===== src/rtl/rsq_pkg.sv =====
package rsq_pkg;
  parameter int unsigned RSQ_ENTRIES = 4;
  parameter int unsigned RSQ_DATA_W  = 16;
  parameter int unsigned RSQ_TAG_W   = 4;
  parameter int unsigned RSQ_OP_W    = 3;
  localparam int unsigned RSQ_NUM_SRC = 2;
endpackage


===== src/rtl/rsq_alloc.sv =====
module rsq_alloc #(
  parameter int unsigned N = rsq_pkg::RSQ_ENTRIES
) (
  input  logic [N-1:0] valid_i,
  output logic         free_o,
  output logic [N-1:0] slot_o
);
  // lowest free slot, one-hot
  always_comb begin
    slot_o = '0;
    free_o = 1'b0;
    for (int i = 0; i < N; i++) begin
      if (!valid_i[i] && !free_o) begin
        slot_o[i] = 1'b1;
        free_o    = 1'b1;
      end
    end
  end
endmodule


===== src/rtl/rsq_select.sv =====
module rsq_select #(
  parameter int unsigned N     = rsq_pkg::RSQ_ENTRIES,
  parameter int unsigned AGE_W = $clog2(N),
  parameter int unsigned IDX_W = $clog2(N)
) (
  input  logic [N-1:0]            ready_i,
  input  logic [N-1:0][AGE_W-1:0] age_i,
  input  logic                    en_i,
  output logic [N-1:0]            grant_o,
  output logic [IDX_W-1:0]        idx_o,
  output logic                    any_o
);
  logic [AGE_W-1:0] best;

  // smallest age rank wins; ranks are unique among valid slots
  always_comb begin
    any_o = 1'b0;
    idx_o = '0;
    best  = '0;
    for (int i = 0; i < N; i++) begin
      if (en_i && ready_i[i] && (!any_o || age_i[i] < best)) begin
        any_o = 1'b1;
        best  = age_i[i];
        idx_o = IDX_W'(i);
      end
    end
    grant_o = '0;
    grant_o[idx_o] = any_o;
  end
endmodule


===== src/rtl/rsq_entry.sv =====
module rsq_entry #(
  parameter int unsigned DATA_W = rsq_pkg::RSQ_DATA_W,
  parameter int unsigned TAG_W  = rsq_pkg::RSQ_TAG_W,
  parameter int unsigned OP_W   = rsq_pkg::RSQ_OP_W,
  parameter int unsigned AGE_W  = 2
) (
  input  logic                   clk_i,
  input  logic                   rst_ni,
  input  logic                   alloc_i,
  input  logic [OP_W-1:0]        op_i,
  input  logic [1:0][TAG_W-1:0]  tag_i,
  input  logic [1:0][DATA_W-1:0] val_i,
  input  logic [1:0]             rdy_i,
  input  logic [AGE_W-1:0]       age_new_i,
  input  logic                   age_dec_i,
  input  logic                   cdb_valid_i,
  input  logic [TAG_W-1:0]       cdb_tag_i,
  input  logic [DATA_W-1:0]      cdb_data_i,
  input  logic                   grant_i,
  output logic                   valid_o,
  output logic                   ready_o,
  output logic [OP_W-1:0]        op_o,
  output logic [DATA_W-1:0]      val1_o,
  output logic [DATA_W-1:0]      val2_o,
  output logic [AGE_W-1:0]       age_o
);
  logic                   valid_q;
  logic [OP_W-1:0]        op_q;
  logic [1:0][TAG_W-1:0]  tag_q;
  logic [1:0][DATA_W-1:0] val_q;
  logic [1:0]             rdy_q;
  logic [AGE_W-1:0]       age_q;

  always_ff @(posedge clk_i or negedge rst_ni) begin
    if (!rst_ni) begin
      valid_q <= 1'b0;
      op_q    <= '0;
      tag_q   <= '0;
      val_q   <= '0;
      rdy_q   <= '0;
      age_q   <= '0;
    end else if (alloc_i) begin
      valid_q <= 1'b1;
      op_q    <= op_i;
      age_q   <= age_new_i;
      for (int k = 0; k < 2; k++) begin
        tag_q[k] <= tag_i[k];
        if (rdy_i[k]) begin
          val_q[k] <= val_i[k];
          rdy_q[k] <= 1'b1;
        end else if (cdb_valid_i && cdb_tag_i == tag_i[k]) begin
          val_q[k] <= cdb_data_i;   // same-cycle wake-up
          rdy_q[k] <= 1'b1;
        end else begin
          val_q[k] <= '0;
          rdy_q[k] <= 1'b0;
        end
      end
    end else begin
      if (grant_i) valid_q <= 1'b0;
      if (age_dec_i) age_q <= age_q - 1'b1;
      for (int k = 0; k < 2; k++) begin
        if (valid_q && !rdy_q[k] && cdb_valid_i && cdb_tag_i == tag_q[k]) begin
          val_q[k] <= cdb_data_i;
          rdy_q[k] <= 1'b1;
        end
      end
    end
  end

  assign valid_o = valid_q;
  assign ready_o = valid_q && (&rdy_q);
  assign op_o    = op_q;
  assign val1_o  = val_q[0];
  assign val2_o  = val_q[1];
  assign age_o   = age_q;

  assert_grant_ready_R8: assert property (@(posedge clk_i) disable iff (!rst_ni)
    grant_i |-> (valid_q && rdy_q == 2'b11));
  assert_clear_on_issue_R10: assert property (@(posedge clk_i) disable iff (!rst_ni)
    grant_i |=> !valid_q);
  assert_alloc_free_R9: assert property (@(posedge clk_i) disable iff (!rst_ni)
    alloc_i |-> !valid_q);
  assert_wakeup_R3: assert property (@(posedge clk_i) disable iff (!rst_ni)
    (valid_q && !alloc_i && !rdy_q[0] && cdb_valid_i && cdb_tag_i == tag_q[0])
      |=> (rdy_q[0] && val_q[0] == $past(cdb_data_i)));
endmodule


===== src/rtl/rs_issue_queue.sv =====
module rs_issue_queue #(
  parameter int unsigned NUM_ENTRIES = rsq_pkg::RSQ_ENTRIES,
  parameter int unsigned DATA_W      = rsq_pkg::RSQ_DATA_W,
  parameter int unsigned TAG_W       = rsq_pkg::RSQ_TAG_W,
  parameter int unsigned OP_W        = rsq_pkg::RSQ_OP_W
) (
  input  logic              clk_i,
  input  logic              rst_ni,
  input  logic              disp_valid_i,
  output logic              disp_ready_o,
  input  logic [OP_W-1:0]   disp_op_i,
  input  logic [TAG_W-1:0]  disp_src1_tag_i,
  input  logic [DATA_W-1:0] disp_src1_val_i,
  input  logic              disp_src1_rdy_i,
  input  logic [TAG_W-1:0]  disp_src2_tag_i,
  input  logic [DATA_W-1:0] disp_src2_val_i,
  input  logic              disp_src2_rdy_i,
  input  logic              cdb_valid_i,
  input  logic [TAG_W-1:0]  cdb_tag_i,
  input  logic [DATA_W-1:0] cdb_data_i,
  input  logic              alu_busy_i,
  output logic              iss_valid_o,
  output logic [OP_W-1:0]   iss_op_o,
  output logic [DATA_W-1:0] iss_val1_o,
  output logic [DATA_W-1:0] iss_val2_o
);
  localparam int unsigned AGE_W = $clog2(NUM_ENTRIES);
  localparam int unsigned IDX_W = $clog2(NUM_ENTRIES);

  logic [NUM_ENTRIES-1:0]              valid, ready, grant, alloc, slot, age_dec;
  logic [NUM_ENTRIES-1:0][OP_W-1:0]    ent_op;
  logic [NUM_ENTRIES-1:0][DATA_W-1:0]  ent_v1, ent_v2;
  logic [NUM_ENTRIES-1:0][AGE_W-1:0]   ent_age;
  logic [IDX_W-1:0] gnt_idx;
  logic             gnt_any, free_any, disp_fire;
  logic [AGE_W-1:0] gnt_age, new_age;

  rsq_alloc #(.N(NUM_ENTRIES)) u_alloc (
    .valid_i (valid),
    .free_o  (free_any),
    .slot_o  (slot)
  );

  rsq_select #(.N(NUM_ENTRIES), .AGE_W(AGE_W), .IDX_W(IDX_W)) u_select (
    .ready_i (ready),
    .age_i   (ent_age),
    .en_i    (!alu_busy_i),
    .grant_o (grant),
    .idx_o   (gnt_idx),
    .any_o   (gnt_any)
  );

  assign disp_ready_o = free_any;
  assign disp_fire    = disp_valid_i && free_any;
  assign alloc        = disp_fire ? slot : '0;
  assign gnt_age      = ent_age[gnt_idx];
  // new slot ranks behind every slot that survives this cycle
  assign new_age      = AGE_W'($countones(valid & ~grant));

  always_comb begin
    for (int i = 0; i < NUM_ENTRIES; i++)
      age_dec[i] = valid[i] && gnt_any && (ent_age[i] > gnt_age);
  end

  for (genvar g = 0; g < NUM_ENTRIES; g++) begin : g_ent
    rsq_entry #(.DATA_W(DATA_W), .TAG_W(TAG_W), .OP_W(OP_W), .AGE_W(AGE_W)) u_ent (
      .clk_i       (clk_i),
      .rst_ni      (rst_ni),
      .alloc_i     (alloc[g]),
      .op_i        (disp_op_i),
      .tag_i       ({disp_src2_tag_i, disp_src1_tag_i}),
      .val_i       ({disp_src2_val_i, disp_src1_val_i}),
      .rdy_i       ({disp_src2_rdy_i, disp_src1_rdy_i}),
      .age_new_i   (new_age),
      .age_dec_i   (age_dec[g]),
      .cdb_valid_i (cdb_valid_i),
      .cdb_tag_i   (cdb_tag_i),
      .cdb_data_i  (cdb_data_i),
      .grant_i     (grant[g]),
      .valid_o     (valid[g]),
      .ready_o     (ready[g]),
      .op_o        (ent_op[g]),
      .val1_o      (ent_v1[g]),
      .val2_o      (ent_v2[g]),
      .age_o       (ent_age[g])
    );
  end

  assign iss_valid_o = gnt_any;
  assign iss_op_o    = ent_op[gnt_idx];
  assign iss_val1_o  = ent_v1[gnt_idx];
  assign iss_val2_o  = ent_v2[gnt_idx];

  assert_one_issue_R8: assert property (@(posedge clk_i) disable iff (!rst_ni)
    $onehot0(grant));
  assert_busy_hold_R8: assert property (@(posedge clk_i) disable iff (!rst_ni)
    alu_busy_i |=> (($past(valid) & ~valid) == '0));
  assert_full_refuse_R9: assert property (@(posedge clk_i) disable iff (!rst_ni)
    !disp_ready_o |=> ($countones(valid) <= $past($countones(valid))));
  assert_issue_ready_R6: assert property (@(posedge clk_i) disable iff (!rst_ni)
    iss_valid_o |-> ((grant & ~ready) == '0));
endmodule


===== config.mk =====
export PLATFORM = sky130hd
export DESIGN_NAME = rs_issue_queue
export DESIGN_NICKNAME = d
export VERILOG_FILES = /design/src/rtl/rsq_pkg.sv /design/src/rtl/rsq_alloc.sv /design/src/rtl/rsq_select.sv /design/src/rtl/rsq_entry.sv /design/src/rtl/rs_issue_queue.sv
export SDC_FILE = /design/constraint.sdc
export NUM_CORES = 1
export LEC_CHECK = 0
export BUFFER_PORTS_ARGS = -buffer_cell sky130_fd_sc_hd__buf_2
export CORE_MARGIN = 2
export CORE_UTILIZATION = 50
export DETAILED_ROUTE_END_ITERATION = 6
export GPL_TIMING_DRIVEN = 0
export PLACE_DENSITY_LB_ADDON = 0.12
export SKIP_CTS_REPAIR_TIMING = 1
export SLEW_MARGIN = 30
export SYNTH_ARGS = -nofsm -noshare
export SYNTH_HDL_FRONTEND = slang
export SYNTH_SLANG_ARGS = --single-unit

===== constraint.sdc =====
create_clock -name clk_i -period 7.52 [get_ports clk_i]
set_clock_uncertainty 0.05 [all_clocks]
set_input_delay 0.752 -clock clk_i [delete_from_list [all_inputs] [get_ports clk_i]]
set_output_delay 0.752 -clock clk_i [all_outputs]
set_load 0.03 [all_outputs]

# After elaboration in Yosys (flattened, before gate mapping)
# Cells that the tools add are included.
# W data, S select, Z words.
dict set report op_classes {
  n_reduce_logical 90
  bitwise_logic 3
  add_sub_neg 7
  mux 76
  n_eq_ne 10
  magnitude_cmp 9
}
# op n
set op_table {}
lappend op_table {{$mux W16} 14}
lappend op_table {{$mux W32} 4}
lappend op_table {{$bmux W16 S2} 2}
lappend op_table {{$logic_and A1 B1 Y1} 50}
lappend op_table {{$eq A4 B4 Y1} 10}
lappend op_table {{$mux W2} 18}
lappend op_table {{$mux W1} 33}
lappend op_table {{$reduce_bool A2 Y1} 16}
lappend op_table {{$logic_not A1 Y1} 17}
lappend op_table {{$and A4 B4 Y4} 2}
lappend op_table {{$gt A2 B2 Y1} 4}
lappend op_table {{$reduce_and A2 Y1} 4}
lappend op_table {{$sub A2 B1 Y2 const B} 4}
lappend op_table {{$bmux W3 S2} 1}
lappend op_table {{$lt A2 B2 Y1} 3}
lappend op_table {{$add A1 B1 Y2} 2}
lappend op_table {{$bmux W2 S2} 1}
lappend op_table {{$mux W4} 1}
lappend op_table {{$not A4 Y4} 1}
lappend op_table {{$logic_or A1 B1 Y1} 3}
lappend op_table {{$lt A2 B3 Y1 const B} 1}
lappend op_table {{$mux W3} 1}
lappend op_table {{$add A2 B2 Y2} 1}
lappend op_table {{$demux W1 S2} 1}
lappend op_table {{$ge A2 B1 Y1 const B} 1}
dict set report word_totals {
  reg_bits 192
  out_inout_bits 37
}

# Depth between registers and ports, before layout
# Gate-level depths: netlist of run 1.
dict set report logic_depth {
  word_depth 26
  depth_mapped 31
  ltp_nobuf 27
}

# By module
# A second synthesis of run 1 with hierarchy kept.
dict set report unflattened {
  hier_cells 1010
  area_unflattened_um2 11423.5
}
# module n_inst cells_per_inst area_each_um2 seq_area_each_um2
set by_module_without_submodules {}
lappend by_module_without_submodules {rsq_entry 4 218 2447.3 1201.2}
lappend by_module_without_submodules {rs_issue_queue 1 82 1249.9 0.0}
lappend by_module_without_submodules {rsq_select 1 51 347.8 0.0}
lappend by_module_without_submodules {rsq_alloc 1 5 36.3 0.0}

# Least setup slack after synthesis of run 1
# OpenSTA, ideal clock, no wires.
dict set report synth_timing {
  kind {input to register}
  start {in alu_busy_i}
  end {reg g_ent[2].u_ent.age_q[1]}
  path_buffers 4
  arrival_time_ns 6.513
  path_stages 28
  required_time_ns 7.344
  path_slack_ns 0.831
  setup_time_ns 0.126
  cell_sequence {and4b_1 > nand2_1 > ha_1 > a21oi_1 > o21a_1 > clkbuf_1 > clkbuf_1 > nor2_1 > nor2_1 > ha_1 > or2_2 > a21oi_1 > or2_1 > buf_2 > clkbuf_1 > o31ai_1 > ha_1 > a21oi_1 > a31oi_1 > or2_2 > a211o_2 > nand2b_1 > nor2_2 > a21boi_1 > fa_1 > ha_1 > xor2_1 > a221o_1}
}
dict set report synth_via {
  elab_chain_len 25
  elab_cells_between_ends 45
  cone_classes {add/sub: 3; order compare: 6; mux: 15; bitwise: 3; reduce/logical: 18}
}
# item line_no
set synth_rtl {}
lappend synth_rtl {{start, declared} rs_issue_queue.sv:21} ;# input logic alu_busy_i,
lappend synth_rtl {{$logic_not A1 Y1 (*)} rs_issue_queue.sv:47} ;# .en_i (!alu_busy_i),
lappend synth_rtl {{$logic_and A1 B1 Y1} rsq_select.sv:21} ;# if (en_i && ready_i[i] && (!any_o || age_i[i] < best)) begin
lappend synth_rtl {{$mux W2 or $mux W1 (tied branches)} rsq_select.sv:21}
lappend synth_rtl {{$lt A2 B2 Y1 or $logic_not A1 Y1 (tied branches)} rsq_select.sv:21}
lappend synth_rtl {{$logic_or A1 B1 Y1} rsq_select.sv:21}
lappend synth_rtl {{$logic_and A1 B1 Y1} rsq_select.sv:21}
lappend synth_rtl {{$mux W2 or $mux W1 (tied branches)} rsq_select.sv:21}
lappend synth_rtl {{$lt A2 B2 Y1 or $logic_not A1 Y1 (tied branches)} rsq_select.sv:21}
lappend synth_rtl {{[9 not listed]} --}
lappend synth_rtl {{$mux W1 (not written as such)} rsq_select.sv:28} ;# grant_o[idx_o] = any_o;
lappend synth_rtl {{$demux W1 S2} --}
lappend synth_rtl {{$and A4 B4 Y4 (no source line)} --}
lappend synth_rtl {{$not A4 Y4} rs_issue_queue.sv:58} ;# assign new_age = AGE_W'($countones(valid & ~grant));
lappend synth_rtl {{$and A4 B4 Y4} rs_issue_queue.sv:58}
lappend synth_rtl {{$add A1 B1 Y2 (not written as such)} rs_issue_queue.sv:58}
lappend synth_rtl {{$add A2 B2 Y2 (not written as such)} rs_issue_queue.sv:58}
lappend synth_rtl {{$mux W2} rsq_entry.sv:42} ;# end else if (alloc_i) begin
lappend synth_rtl {{end signal, assigned} rsq_entry.sv:45} ;# age_q <= age_new_i;
lappend synth_rtl {{end signal, assigned} rsq_entry.sv:61} ;# if (age_dec_i) age_q <= age_q - 1'b1;
lappend synth_rtl {{end, declared} rsq_entry.sv:32} ;# logic [AGE_W-1:0] age_q;
# Mark *: on every way between the ends. The rest lies on a longest branch, timed or not. The select of a mux whose other input is x is not followed.
# A chain may end at the register's enable or synchronous reset.

# Final worst setup path of run 1
dict set report layout_timing {
  start {reg g_ent[0].u_ent.rdy_q[1]}
  end {out iss_val1_o[14]}
}
dict set report layout_via {
  elab_chain_len 18
  elab_cells_between_ends 26
  cone_classes {order compare: 3; mux: 11; reduce/logical: 12}
}
# item line_no
set layout_rtl {}
lappend layout_rtl {{start, declared} rsq_entry.sv:31} ;# logic [1:0] rdy_q;
lappend layout_rtl {{start signal, assigned} rsq_entry.sv:40} ;# rdy_q <= '0;
lappend layout_rtl {{start signal, assigned by index} rsq_entry.sv:50} ;# rdy_q[k] <= 1'b1;
lappend layout_rtl {{start signal, assigned by index} rsq_entry.sv:53} ;# rdy_q[k] <= 1'b1;
lappend layout_rtl {{$reduce_and A2 Y1 (*)} rsq_entry.sv:72} ;# assign ready_o = valid_q && (&rdy_q);
lappend layout_rtl {{$logic_and A1 B1 Y1 (*)} rsq_entry.sv:72}
lappend layout_rtl {{$logic_and A1 B1 Y1 (*)} rsq_select.sv:21}
lappend layout_rtl {{$mux W2 or $mux W1 (tied branches)} rsq_select.sv:21}
lappend layout_rtl {{$lt A2 B2 Y1 or $logic_not A1 Y1 (tied branches)} rsq_select.sv:21}
lappend layout_rtl {{$logic_or A1 B1 Y1} rsq_select.sv:21}
lappend layout_rtl {{$logic_and A1 B1 Y1} rsq_select.sv:21}
lappend layout_rtl {{$mux W2 or $mux W1 (tied branches)} rsq_select.sv:21}
lappend layout_rtl {{[2 not listed]} --}
lappend layout_rtl {{$logic_and A1 B1 Y1} rsq_select.sv:21}
lappend layout_rtl {{$mux W2 or $mux W1 (tied branches)} rsq_select.sv:21}
lappend layout_rtl {{$lt A2 B2 Y1 or $logic_not A1 Y1 (tied branches)} rsq_select.sv:21}
lappend layout_rtl {{$logic_or A1 B1 Y1} rsq_select.sv:21}
lappend layout_rtl {{$logic_and A1 B1 Y1} rsq_select.sv:21}
lappend layout_rtl {{$mux W2 (*)} rsq_select.sv:21}
lappend layout_rtl {{$bmux W16 S2 (*)} rs_issue_queue.sv:91} ;# assign iss_val1_o = ent_v1[gnt_idx];
lappend layout_rtl {{$mux W16 (not written as such) (*)} rs_issue_queue.sv:91}
lappend layout_rtl {{end, declared} rs_issue_queue.sv:24} ;# output logic [DATA_W-1:0] iss_val1_o,
# Marks and branches as above.

==> run summary, run 1 <==
status - completed
post-synthesis compound-gate area fraction - 18.5%
Vias/cell - 6.01
CTS sink cnt - 192
Die ar. - 23400 µm²
Hold/Removal Path Class - input port to async pin
Root Buffer - clkbuf_16
startpoint types - register
RePlAce Congestion - 0.888
Req. time, crit path - 6.72 ns
Tcrit/Tclk final - 96.3%
syn avg cell area - 8.97 µm²
vias in the first global route - 9750
post-synthesis mux area share - 15.3%
Finished Cell Area - 12600 µm²
post-route setup TNS - 0 ns
Die Span X - 153 µm
post-synthesis cell count - 1239
top cells by area, synth - dfrtp_1 (43%), mux2i_1 (12%), a21oi_1 (7.9%), nand2_1 (6.5%), nor2_1 (4.3%)
Placed Area - 12000 µm²
CTS tree - done
first-pass GRT wire length - 55700 µm
CTS H-tree lvls - 4
FMAX - 138 MHz
Ports - 107
fin cells - 1640
pre-CTS setup slack - -1.32 ns
Synth Register Bits - 192
Least-Margin Pin Slew - 0.832 ns
Worst Path Arrival - 6.44 ns
largest family of logic cells by synthesized area - compound AO/OA/AOI/OAI gates
PD cells - 429 nW/µm²
dominant synthesized flop cell - dfrtp_1
flop-to-flop setup slack - 0.58 ns
Slew HR - 44.5%
GRT overflow - 0
via count of the routed design - 9859
# DRC - 0
share of cells above drive strength 1 - 14.9%
IO buf count - 86
count of final hold-check violations - 0
Initial Utilization - 50.9%
WL per Instance - 21.5 µm
max-slew violation count - 0
crit end category - output port
worst-path cell chain - and4b_1, nand2_1, ha_1, a21oi_1, o21a_4, clkbuf_4, nor2_1, nor2_1, ha_1, or2_2, a21oi_1, or2_1, clkbuf_4, o31ai_1, ha_1, nor2_1, a2111oi_4, a211o_2, nand2b_1, nor2_4, clkbuf_4, a221o_1, buf_2
Area Growth Syn to Fin - 13.3%
Simple-Gate Fraction of Synth Area - 14.3%
Inserted Clock Buffers - 17
initial antenna violation count - 0
synth unique cells - 63
number of diodes - 0
P_leak - 6.24 nW
clk buf depth - 2
latest clock arrival within the worst-skew pair - 0.44 ns
Final setup violation count - 0
Yosys Warn Count - 0
fraction of the mapped netlist area in adder cells - 1.08%
core area - 21800 µm²
Synth area leader - dfrtp_1
Layout fillers - 2016
largest net degree at the start of global routing - 86
Worst Path Max Fanout - 19
ys async rst share - 100%
Setup CP Type - register to output port
clock slew at reported path FFs - 0.08 ns
syn nets - 1318
worst flop-to-flop path endpoint - g_ent[1].u_ent.age_o[1]
DR pass1 iterations - 5
post-route setup slack - 0.278 ns
final wirelength - 35300 µm
1st-iter DRT viols - 745
Critical-path top delay cell - dfrtp_1
Post-synth EDFFs - 0
total global-route track usage - 30.3%
Mapped Area - 11100 µm²
Worst VDD drop - 0.257 mV
Reg2Reg Depth - 26
detailed placement HPWL - 25100 µm
area share of the leading cell type in the synthesized netlist - 43.2%
fin crit period - 7.24 ns
xor/xnor share of the synthesized area - 3.07%
max cap viols - 0
Die Ht - 153 µm
placed instance count - 1607
register area share after synthesis - 43.2%
max incr delay on CP - 0.49 ns
Rows - 54
post-route ant nets - 0
Total Nets Final - 1426
reg2reg start - g_ent[0].u_ent.rdy_q[1]
==> layout by cell type (no fill, tap or decap), types with 4 or more instances in the layout <==
cell and instances:
a21oi_1 175, a221o_1 37, a22oi_1 4, a31oi_1 19, buf_1 13, buf_2 101
buf_4 4, clkbuf_1 70, clkbuf_16 17, clkbuf_2 6, clkbuf_4 4, dfrtp_1 192
ha_1 8, inv_1 11, inv_8 4, mux2_2 36, mux2i_1 129, nand2_1 192
nand2b_1 7, nand4_1 10, nor2_1 126, nor3_1 14, o21ai_0 65, o21ai_1 4
xnor2_1 26, xor2_1 13
==> power by group <==
part | switching (mW) | total, mW | internal (mW)
sequential | 0.338 | 1.88 | 1.54
clock | 0.448 | 0.897 | 0.449
combinational | 1.63 | 2.62 | 0.993
==> per-layer routing <==
metal  track usage, %  routed length, µm  vias up
li1                 -                  -     4569
met1             43.2              15900     4876
met2             47.5              16300      364
met3             5.87               2500       50
met4             8.16                680        0
met5                0                  0        -
==> metrics by stage <==
step / hold slack [ns] / utilization, % / power, mW
detailed placement: 0.419 / 54.8 / 4.44
CTS: 0.162 / 57.4 / 5.34
finish: 0.151 / 57.7 / 5.40
global route: 0.163 / 57.7 / 5.74
global placement: 0.410 / 54.5 / 4.37
floorplan: 0.396 / - / 3.69
==> state kept, by name, summed over array words and instances (netlist names) <==
signal,cells
g_ent.u_ent.rdy_q,8
g_ent.u_ent.age_o,8
g_ent.u_ent.tag_q,32
g_ent.u_ent.valid_o,4
g_ent.u_ent.val2_o,64
g_ent.u_ent.val1_o,64
g_ent.u_ent.op_o,12
==> worst max path at each step <==
stage / start / to / slack, ns
after floorplan: alu_busy_i / g_ent[2].u_ent.age_o[1] / 0.83
after global placement: alu_busy_i / iss_val2_o[13] / -1.34
after detailed placement: alu_busy_i / iss_val2_o[13] / -1.32
after CTS: g_ent[0].u_ent.rdy_q[1] / iss_val2_o[13] / -1.35
after global routing: g_ent[0].u_ent.rdy_q[1] / iss_val2_o[14] / -0.04
final: g_ent[0].u_ent.rdy_q[1] / iss_val1_o[14] / 0.28
==> Yosys cell counts (14+ instances only) <==
cell      instances
a21oi_1         175
a221o_1          37
a31oi_1          19
buf_2            19
clkbuf_1         77
dfrtp_1         192
mux2_2           36
mux2i_1         129
nand2_1         192
nor2_1          126
nor3_1           14
o21ai_0          65
xnor2_1          26
==> worst max-delay path: cells and delay by family, from the launching register on <==
kind                     cells  cell delay (ns)
AND/OR/NAND/NOR              9             1.56
buffers and inverters        4             1.12
flip-flops                   1             0.49
adder cells (fa/ha/maj)      3             0.88
AO/OA/AOI/OAI                7             1.89
==> cell families after synthesis <==
kind of cell | Yosys count
AO/OA/AOI/OAI | 336
XOR/XNOR | 39
adder cells (fa/ha/maj) | 9
buffers and inverters | 124
flip-flops | 192
multiplexers | 165
AND/OR/NAND/NOR | 374
==> final cells by class <==
| cell class | count | area (µm²) | share of cell area, % |
|---|---|---|---|
| Inverter | 13 | 48.8 | 0.388 |
| Tap cell | 280 | 350 | 2.78 |
| Timing Repair Buffer | 91 | 531 | 4.21 |
| Sequential cell | 192 | 4800 | 38.2 |
| Multi-Input combinational cell | 923 | 5830 | 46.3 |
| Clock buffer | 20 | 447 | 3.55 |
| Clock inverter | 12 | 120 | 0.954 |
| Buffer | 109 | 459 | 3.65 |
(Power assumes the default switching activity.)
==> inputs of run 2 (changes only) <==
BUFFER_PORTS_ARGS = -buffer_cell sky130_fd_sc_hd__buf_4   (was -buffer_cell sky130_fd_sc_hd__buf_2)
==> run summary, run 2 (synthesis results as in run 1) <==
max-slew violation count - 0
Worst Path Arrival - 6.45 ns
PD cells - 428 nW/µm²
post-route ant nets - 0
largest net degree at the start of global routing - 75
reg2reg start - g_ent[0].u_ent.rdy_q[1]
detailed placement HPWL - 25000 µm
CP startpoint - g_ent[0].u_ent.rdy_q[1]
fin crit period - 7.25 ns
Die ar. - 23400 µm²
Final setup violation count - 0
Rows - 54
Total Nets Final - 1427
crit end category - output port
via count of the routed design - 9805
startpoint types - register
1st-iter DRT viols - 713
most frequent cells in the layout - nand2_1 (192), dfrtp_1 (192), a21oi_1 (175), mux2i_1 (129), nor2_1 (126)
CTS tree - done
clk buf depth - 2
Die Ht - 153 µm
Req. time, crit path - 6.72 ns
initial antenna violation count - 0
Root Buffer - clkbuf_16
Worst Path Max Fanout - 19
Worst VDD drop - 0.287 mV
Finished Cell Area - 12800 µm²
Inserted Clock Buffers - 17
CTS sink cnt - 192
status - completed
share of cells above drive strength 1 - 14.9%
first-pass GRT wire length - 55300 µm
# DRC - 0
Ports - 107
post-route setup TNS - 0 ns
Metal-1 WL - 15200 µm
met3 WL - 2700 µm
Slew HR - 42.5%
count of final hold-check violations - 0
Layout Utilization - 58.6%
Tcrit/Tclk final - 96.5%
IO buf count - 86
GRT overflow - 0
vias in the first global route - 9757
Layout fillers - 2017
WL per Instance - 21.3 µm
number of diodes - 0
pre-CTS setup slack - -1.32 ns
post-route setup slack - 0.266 ns
Vias/cell - 5.98
hold_ws - 0.196 ns
Placed Area - 12200 µm²
RePlAce Congestion - 0.904
CTS H-tree lvls - 4
DR pass1 iterations - 5
Highest Signal Layer - met5
Setup CP Type - register to output port
met2 wire length - 16300 µm
fin cells - 1640
FMAX - 138 MHz
Initial Utilization - 50.9%
overall power - 5.48 mW
P_leak - 6.30 nW
total global-route track usage - 30.1%
Die Span X - 153 µm
core area - 21800 µm²
max cap viols - 0
clock slew at reported path FFs - 0.08 ns
Hold/Removal Path Class - input port to async pin
final wirelength - 34900 µm
latest clock arrival within the worst-skew pair - 0.43 ns
RSZ-0062 raised after global routing - false
Area Growth Syn to Fin - 15.2%
placed instance count - 1607
Least-Margin Pin Slew - 0.862 ns
[run 2: report_power, final]
group | switching [mW] | internal [mW]
sequential | 0.331 | 1.54
combinational | 1.63 | 1.10
clock | 0.441 | 0.436
[run 2: metal layers]
metal | up-vias | GRT usage (%)
met5 | - | 1.86
met3 | 45 | 5.25
li1 | 4588 | -
met4 | 2 | 8.55
met1 | 4754 | 42.5
met2 | 416 | 47.7
[run 2: path summary, 6_finish.rpt]
kind	to	slack [ns]	depth (start not counted)
max	iss_val1_o[14]	0.27	23
min	g_ent[3].u_ent.tag_q[0]	0.20	1
max reg2reg	g_ent[3].u_ent.age_o[1]	0.49	27
min reg2reg	g_ent[2].u_ent.op_o[1]	0.43	2
max in group asynchronous	g_ent[2].u_ent.val2_o[5]	6.13	3
min in group clk_i	g_ent[2].u_ent.op_o[1]	0.43	2
[run 2: critical path, stage by stage, from the launching register on]
cell	delay, ns
dfrtp_1	0.48
and4b_1	0.30
nand2_1	0.10
ha_1	0.31
a21oi_1	0.27
o21a_4	0.30
clkbuf_4	0.29
nor2_1	0.09
nor2_1	0.14
ha_1	0.26
or2_2	0.30
a21oi_1	0.25
or2_1	0.17
buf_4	0.27
o31ai_1	0.13
ha_1	0.33
nor2_1	0.09
a2111oi_4	0.47
a211o_2	0.29
nand2b_1	0.13
nor2_4	0.31
clkbuf_4	0.34
a221o_1	0.24
buf_4	0.18
[run 2: area by class of cell]
class,count,area [µm²],share of cell area (%)
Buffer,109,459,3.59
Clock buffer,18,429,3.35
Clock inverter,13,123,0.958
Inverter,13,48.8,0.381
Multi-Input combinational cell,923,5830,45.6
Sequential cell,192,4800,37.6
Tap cell,280,350,2.74
Timing Repair Buffer,92,751,5.87
==> inputs of run 3 (changes only) <==
clock period = 9.35 ns   (was 7.52 ns; I/O delays follow)
==> run summary, run 3 (synthesis results as in run 1) <==
status - completed
fin crit period - 8.96 ns
Critical-path top delay cell - clkbuf_1
CTS H-tree lvls - 4
crit end category - output port
FMAX - 112 MHz
Tcrit/Tclk final - 95.9%
max incr delay on CP - 0.62 ns
largest net degree at the start of global routing - 75
Die Span X - 153 µm
Top delay family on crit path - buffers and inverters
Worst Path Arrival - 7.98 ns
P_leak - 6.26 nW
Layout fillers - 2028
CTS tree - done
latest clock arrival within the worst-skew pair - 0.43 ns
initial antenna violation count - 0
Switch Pwr - 1.93 mW
number of diodes - 0
hold_ws - 0.379 ns
Die Ht - 153 µm
core area - 21800 µm²
clock slew at reported path FFs - 0.08 ns
RSZ-0062 raised after global routing - false
Root Buffer - clkbuf_16
crit path buf inv count - 7
part of the power in combinational logic - 49.5%
Sequential Power Share - 34.4%
most frequent cells in the layout - nand2_1 (192), dfrtp_1 (192), a21oi_1 (175), mux2i_1 (129), nor2_1 (126)
Vias/cell - 6.01
Layout Utilization - 58.3%
Finished Cell Area - 12700 µm²
Total Nets Final - 1425
vias in the first global route - 9757
Internal Dissipation - 2.45 mW
Least-Margin Pin Slew - 0.864 ns
count of final hold-check violations - 0
Worst VDD drop - 0.232 mV
via count of the routed design - 9837
RePlAce Congestion - 0.904
startpoint types - input port
Die ar. - 23400 µm²
DR pass1 iterations - 6
Hold/Removal Path Class - input port to async pin
Rows - 54
CTS sink cnt - 192
first-pass GRT wire length - 55300 µm
Worst Path Max Fanout - 10
total global-route track usage - 30.1%
Placed Area - 12200 µm²
WL per Instance - 21.3 µm
1st-iter DRT viols - 726
max cap viols - 0
detailed placement HPWL - 25000 µm
Inserted Clock Buffers - 17
Area Growth Syn to Fin - 14.6%
clk buf depth - 2
Final setup violation count - 0
# DRC - 0
post-route setup TNS - 0 ns
Req. time, crit path - 8.37 ns
max-slew violation count - 0
Setup CP Type - input port to output port
Switching Fraction - 44.1%
share of cells above drive strength 1 - 14.1%
Clock power frac - 16.2%
GRT overflow - 0
Slew HR - 42.4%
Initial Utilization - 50.9%
PD cells - 344 nW/µm²
final wirelength - 35000 µm
IO buf count - 86
Ports - 107
post-route ant nets - 0
==> run 3: path summary, 6_finish.rpt <==
check,startpoint,endpoint,slack [ns],cells past startpoint
setup reg to reg,g_ent[0].u_ent.rdy_q[1],g_ent[3].u_ent.age_o[1],1.14,28
setup / recovery,alu_busy_i,iss_val2_o[14],0.39,26
min in group clk_i,g_ent[2].u_ent.op_o[1],g_ent[2].u_ent.op_o[1],0.43,2
hold reg to reg,g_ent[2].u_ent.op_o[1],g_ent[2].u_ent.op_o[1],0.43,2
max in group asynchronous,rst_ni,g_ent[1].u_ent.val2_o[3],7.76,3
hold / removal,rst_ni,g_ent[3].u_ent.tag_q[0],0.38,1
==> run 3: layout make-up <==
| cell class | count | area, µm² | area share [%] |
|---|---|---|---|
| multi-input combinational | 923 | 5820 | 45.7 |
| tap | 280 | 350 | 2.75 |
| sequential | 192 | 4800 | 37.7 |
| clock buffer | 18 | 429 | 3.37 |
| clock inverter | 13 | 123 | 0.963 |
| inverter | 13 | 48.8 | 0.383 |
| buffer | 111 | 449 | 3.53 |
| timing repair buffer | 88 | 708 | 5.56 |
==> run 3: worst reg2reg max path: cells and delay by family, from the launching register on <==
kind / cells / cell delay [ns]
buffers and inverters: 4 / 1.69
AOI/OAI and AO/OA: 8 / 1.94
and+or+nand+nor: 10 / 1.88
xor gates and xnor gates: 1 / 0.43
adders and majority gates: 5 / 1.64
DFF: 1 / 0.48
==> run 3: stage by stage <==
stage | setup slack (ns) | instances | power, mW
CTS | 0.157 | 1638 | 4.36
finish | 0.387 | 1638 | 4.38
detailed placement | 0.144 | 1607 | 3.66
global placement | 0.122 | 1605 | 3.60
global route | 0.110 | 1638 | 4.65
floorplan | 2.45 | 1239 | 2.97
==> run 3: power groups by stage <==
| stage | clock network (mW) | logic [mW] | registers, mW |
|---|---|---|---|
| floorplan | 0 | 1.53 | 1.44 |
| global placement | 0 | 2.10 | 1.50 |
| detailed placement | 0 | 2.14 | 1.52 |
| CTS | 0.710 | 2.15 | 1.50 |
| global route | 0.748 | 2.36 | 1.55 |
| finish | 0.708 | 2.17 | 1.51 |
==> run 3: routing by layer <==
metal	up-vias	global-route usage [%]	routed length, µm
met5	-	1.86	60
met4	2	8.55	668
met3	47	5.25	2410
met2	390	47.7	16400
met1	4823	42.5	15500
li1	4575	-	-
